File: src/rtl/irq_pkg.sv
package irq_pkg;
  localparam int unsigned OFF_STAT = 0;
  localparam int unsigned OFF_SET  = 1;
  localparam int unsigned OFF_MASK = 2;

  typedef enum logic [1:0] {
    SEL_STAT,
    SEL_SET,
    SEL_MASK,
    SEL_NONE
  } reg_sel_e;
endpackage

File: src/rtl/irq_bus_slave.sv
module irq_bus_slave #(
  parameter int DW = 32
) (
  input  logic          clk_i,
  input  logic          rst_ni,
  input  logic          cs_i,
  input  logic [DW-1:0] rd_val_i,
  output logic          ack_o,
  output logic [DW-1:0] rdata_o
);
  always_ff @(posedge clk_i or negedge rst_ni) begin
    if (!rst_ni) begin
      ack_o   <= 1'b0;
      rdata_o <= '0;
    end else if (cs_i && !ack_o) begin
      ack_o   <= 1'b1;
      rdata_o <= rd_val_i;
    end else begin
      ack_o   <= 1'b0;
    end
  end

  assert_ack_rise_R2: assert property (@(posedge clk_i) disable iff (!rst_ni)
    (cs_i && !ack_o) |=> ack_o);
  assert_ack_pulse_R2: assert property (@(posedge clk_i) disable iff (!rst_ni)
    ack_o |=> !ack_o);
endmodule

File: src/rtl/irq_stat_reg.sv
module irq_stat_reg #(
  parameter int DW = 32
) (
  input  logic          clk_i,
  input  logic          rst_ni,
  input  logic [DW-1:0] evt_i,
  input  logic [DW-1:0] clr_i,
  input  logic [DW-1:0] set_i,
  output logic [DW-1:0] stat_o
);
  // events and sets override a clear on the same bit
  always_ff @(posedge clk_i or negedge rst_ni) begin
    if (!rst_ni) stat_o <= '0;
    else         stat_o <= (stat_o & ~clr_i) | evt_i | set_i;
  end

  assert_evt_wins_R8: assert property (@(posedge clk_i) disable iff (!rst_ni)
    (evt_i != '0) |=> ((stat_o & $past(evt_i)) == $past(evt_i)));
  assert_sticky_R5: assert property (@(posedge clk_i) disable iff (!rst_ni)
    (clr_i == '0) |=> (($past(stat_o) & ~stat_o) == '0));
endmodule

File: src/rtl/irq_mask_reg.sv
module irq_mask_reg #(
  parameter int DW = 32
) (
  input  logic          clk_i,
  input  logic          rst_ni,
  input  logic [DW-1:0] we_bits_i,
  input  logic [DW-1:0] wdata_i,
  output logic [DW-1:0] mask_o
);
  always_ff @(posedge clk_i or negedge rst_ni) begin
    if (!rst_ni) mask_o <= '0;
    else         mask_o <= (mask_o & ~we_bits_i) | (wdata_i & we_bits_i);
  end
endmodule

File: src/rtl/irq_status_unit.sv
module irq_status_unit
  import irq_pkg::*;
#(
  parameter int DW = 32,
  parameter int AW = 4
) (
  input  logic            clk_i,
  input  logic            rst_ni,
  input  logic            cs_i,
  input  logic            wr_i,
  input  logic [AW-1:0]   addr_i,
  input  logic [DW-1:0]   wdata_i,
  input  logic [DW/8-1:0] be_i,
  input  logic [DW-1:0]   evt_i,
  output logic [DW-1:0]   rdata_o,
  output logic            ack_o,
  output logic [DW-1:0]   irq_o
);
  localparam int NB = DW / 8;

  reg_sel_e      sel;
  logic          commit;
  logic [DW-1:0] lane_bits;
  logic [DW-1:0] clr_vec, set_vec, mask_we;
  logic [DW-1:0] stat_q, mask_q, rd_val;

  always_comb begin
    if      (addr_i == AW'(OFF_STAT)) sel = SEL_STAT;
    else if (addr_i == AW'(OFF_SET))  sel = SEL_SET;
    else if (addr_i == AW'(OFF_MASK)) sel = SEL_MASK;
    else                              sel = SEL_NONE;
  end

  generate
    for (genvar k = 0; k < NB; k++) begin : g_lane
      assign lane_bits[8*k +: 8] = {8{be_i[k]}};
    end
  endgenerate

  // writes land only in the acknowledge cycle
  assign commit  = cs_i & wr_i & ack_o;
  assign clr_vec = (commit && sel == SEL_STAT) ? (wdata_i & lane_bits) : '0;
  assign set_vec = (commit && sel == SEL_SET)  ? (wdata_i & lane_bits) : '0;
  assign mask_we = (commit && sel == SEL_MASK) ? lane_bits : '0;

  irq_stat_reg #(.DW(DW)) u_stat (
    .clk_i  (clk_i),
    .rst_ni (rst_ni),
    .evt_i  (evt_i),
    .clr_i  (clr_vec),
    .set_i  (set_vec),
    .stat_o (stat_q)
  );

  irq_mask_reg #(.DW(DW)) u_mask (
    .clk_i     (clk_i),
    .rst_ni    (rst_ni),
    .we_bits_i (mask_we),
    .wdata_i   (wdata_i),
    .mask_o    (mask_q)
  );

  always_comb begin
    unique case (sel)
      SEL_STAT, SEL_SET: rd_val = stat_q;
      SEL_MASK:          rd_val = mask_q;
      default:           rd_val = '0;
    endcase
  end

  irq_bus_slave #(.DW(DW)) u_bus (
    .clk_i    (clk_i),
    .rst_ni   (rst_ni),
    .cs_i     (cs_i),
    .rd_val_i (rd_val),
    .ack_o    (ack_o),
    .rdata_o  (rdata_o)
  );

  assign irq_o = stat_q & mask_q;

  assert_mask_hold_R9: assert property (@(posedge clk_i) disable iff (!rst_ni)
    !(cs_i && wr_i && ack_o && sel == SEL_MASK) |=> $stable(mask_q));
  assert_unmapped_zero_R4: assert property (@(posedge clk_i) disable iff (!rst_ni)
    (cs_i && !ack_o && sel == SEL_NONE) |=> (ack_o && rdata_o == '0));
  assert_irq_quiet_R12: assert property (@(posedge clk_i) disable iff (!rst_ni)
    (mask_q == '0) |-> (irq_o == '0));
endmodule

File: config.mk
export PLATFORM = sky130hd
export DESIGN_NAME = irq_status_unit
export DESIGN_NICKNAME = d
export VERILOG_FILES = /design/src/rtl/irq_pkg.sv /design/src/rtl/irq_bus_slave.sv /design/src/rtl/irq_stat_reg.sv /design/src/rtl/irq_mask_reg.sv /design/src/rtl/irq_status_unit.sv
export SDC_FILE = /design/constraint.sdc
export NUM_CORES = 1
export LEC_CHECK = 0
export ABC_AREA = 0
export BUFFER_PORTS_ARGS = -buffer_cell sky130_fd_sc_hd__buf_4
export CAP_MARGIN = 30
export CORE_MARGIN = 2
export CORE_UTILIZATION = 39
export DETAILED_ROUTE_END_ITERATION = 6
export PLACE_DENSITY = 0.72
export RECOVER_POWER = 50
export SETUP_SLACK_MARGIN = 0.4
export SLEW_MARGIN = 0
export SYNTH_ARGS = -nofsm -noshare
export SYNTH_HDL_FRONTEND = slang
export SYNTH_SLANG_ARGS = --single-unit
File: constraint.sdc
create_clock -name clk_i -period 1.7 [get_ports clk_i]
set_input_delay 0.085 -clock clk_i [delete_from_list [all_inputs] [get_ports clk_i]]
set_output_delay 0.085 -clock clk_i [all_outputs]
set_load 0.005 [all_outputs]
==> flow_metrics.tcl <==
set metrics [dict create \
    crit_chain "nor4bb_2 -> buf_4 -> and2_4 -> a221o_1" \
    wl_per_cell_um 18.7 \
    slew_headroom_pct 40.4 \
    cts_max_level 3 \
    die_h_um 113 \
    yosys_warnings 0 \
    yosysSeqAreaShare_pct 52.6 \
    critPathMaxFanout 9 \
    worstHoldPathCells 2 \
    critPathSlowestCell "dfrtp_2" \
    synth.avg_cell_area_sq_um 11.7 \
    yosysMostFrequentCell "dfrtp_1" \
    rows 39 \
    syn_nets 470 \
    r2r_slack_ns 0.28 \
    synth.distinct_cells 24 \
    vias 4048 \
    cts_tree "done" \
    status "complete, no violations" \
    async_flop_share_pct 100 \
    dp.cells 668 \
    die_x_um 113 \
    grt_start_max_net_pins 98 \
    vias_per_cell 5.49 \
    synthCells 394 \
    reg2reg_depth 4 \
    drc 0 \
    routed_wl_mm 13.8 \
    min_from "wdata_i[10]" \
    synth_edf_count 0 \
    grt_overflow 0 \
    dieArea_sq_um 12700 \
    clock_path_buffers 2 \
    grt_pass1_vias 4279 \
    clk_latency_ns 0.34 \
    crit_type "register to register" \
    synth_common_cells "97 x dfrtp_1, 82 x nor2_1, 35 x and2_1" \
    fmax_mhz 702 \
    critPathBufInv 1 \
    power_density_nw_per_um2 810 \
    fin_crit_sh_pct 83.8 \
    p_leak_uw 0.00305 \
    synth_top_area_share_pct 52.6 \
    synth-seq-cells 97 \
    fin_total_pwr_uw 5510 \
    final_layout_size_suffix_gt1_share_pct 39.5 \
    start_kind "register" \
    maxCapViolations 0 \
    antenna_found_initial 0 \
    maxSlewViolCount 0 \
    period_minus_slack_ns 1.42 \
    first_pass_iters 5 \
    cts_sinks 97 \
    r2r-start "u_bus.ack_o$_DFF_PN0_" \
    synth_top_area_cell "dfrtp_1" \
    grtUsageTotal_pct 21.7 \
    hold_path.class "input pin to register" \
    rsz0062_at_grt "true" \
    dp_hpwl_mm 8.93 \
    drt-initial-drc-count 360 \
    cp.arrival_ns 1.64 \
    peakVddDrop_v 0.000521 \
    grt_pass1_wl_mm 21.8 \
    synth_area_leaders "dfrtp_1 53%, mux2_4 10%, nor2_1 6.7%, a221oi_1 6.1%, a221o_1 5.0%" \
    start_util_pct 40.3 \
    cts.reportedPaths.clkPinSlew_ns 0.06 \
    nets 667 \
    tns_ns 0 \
    area_delta_synth_final_pct 47.3 \
    utilization_pct 59.3 \
    r2r-end "u_stat.stat_o[15]$_DFF_PN0_" \
    tightest_slew_ns 0.894 \
    crit_required_ns 1.92 \
    finalHoldViolCount 0 \
    critical_path.endpoint_type "register" \
    place.gp.congestion 0.814 \
    min_to "u_stat.stat_o[10]$_DFF_PN0_" \
    ys.flop_type "dfrtp_1" \
    fin_skew_ns 0.00752 \
    cts_made_buffers 9 \
    synth_area_sq_um 4620 \
    critPathMaxStageDelay_ns 0.44 \
    io_pins 141 \
    n_antenna_cell 0 \
    antenna_left 0 \
    port_buffers 140 \
    fp.coreArea_sq_um 11500 \
    fin_cells 738 \
    fin_hold_ws_ns 0.00940 \
    cts-root-buf "clkbuf_16" \
    setup_violations 0 \
    cp_top_family "flip-flops" \
]
-- final cells by class --
class,count,area [sq um]
inverters,1,6.26
repair buffers,213,1770
flip-flops and latches,97,2430
multi-input cells,269,2130
clock buffers,13,270
well taps,143,179
clock inverters,2,12.5
fillers,913,4670
-- layer usage --
metal | wire length [um] | GRT usage (%)
met1 | 5700 | 28.1
met2 | 6740 | 35.3
met3 | 959 | 5.57
met4 | 417 | 8.13
met5 | 0 | 0
-- stage by stage --
stage                     area, sq um  setup slack [ns]
after floorplan                  4640             0.275
after global routing             6800             0.231
after detailed placement         5890             0.164
after CTS                        6730             0.278
after global placement           5890             0.186
final                            6800             0.276
-- layout by cell type, fill, tap and decap left out, types with 23 or more instances in the layout --
master	Yosys	layout
a221oi_1	32	26
mux2_4	32	32
a221o_1	23	23
dfrtp_1	97	96
dlygate4sd3_1	0	53
nand3_1	32	31
and2_1	35	32
clkbuf_4	0	30
buf_4	2	120
nor2_1	82	82
-- worst max path at each step --
stage | start | endpoint | slack, ns | cells after the start
floorplan | u_bus.ack_o$_DFF_PN0_ | register | 0.28 | 5
detailed placement | u_bus.ack_o$_DFF_PN0_ | u_stat.stat_o[4]$_DFF_PN0_ | 0.16 | 4
CTS | u_bus.ack_o$_DFF_PN0_ | u_stat.stat_o[15]$_DFF_PN0_ | 0.28 | 4
finish | u_bus.ack_o$_DFF_PN0_ | u_stat.stat_o[15]$_DFF_PN0_ | 0.28 | 4
global placement | u_bus.ack_o$_DFF_PN0_ | u_stat.stat_o[13]$_DFF_PN0_ | 0.19 | 4
global route | u_bus.ack_o$_DFF_PN0_ | u_stat.stat_o[0]$_DFF_PN0_ | 0.23 | 4
-- logic make-up (layout without fill, tap and decap cells) --
kind of cell,Yosys count,in the layout,synth area share (%)
compound gates,55,55,11.1
mux,41,41,12.4
buf+inv,28,229,3.44
simple gates,173,173,20.6
flops,97,97,52.6
-- repair_timing --
item	in CTS	in global routing
gates resized for setup	6	13
hold endpoints to repair	149	0
pin swaps	2	2
endpoints found under the setup margin	87	88
hold buffers	53	0
buffers inserted	1	1
-- where the power goes --
part / internal [uW] / total [uW] / switching, uW
sequential: 2460 / 2560 / 102
combinational: 570 / 1000 / 431
clock: 1100 / 1940 / 841
total: 4130 / 5510 / 1370
Note: power is estimated with default switching activity, not from simulation.
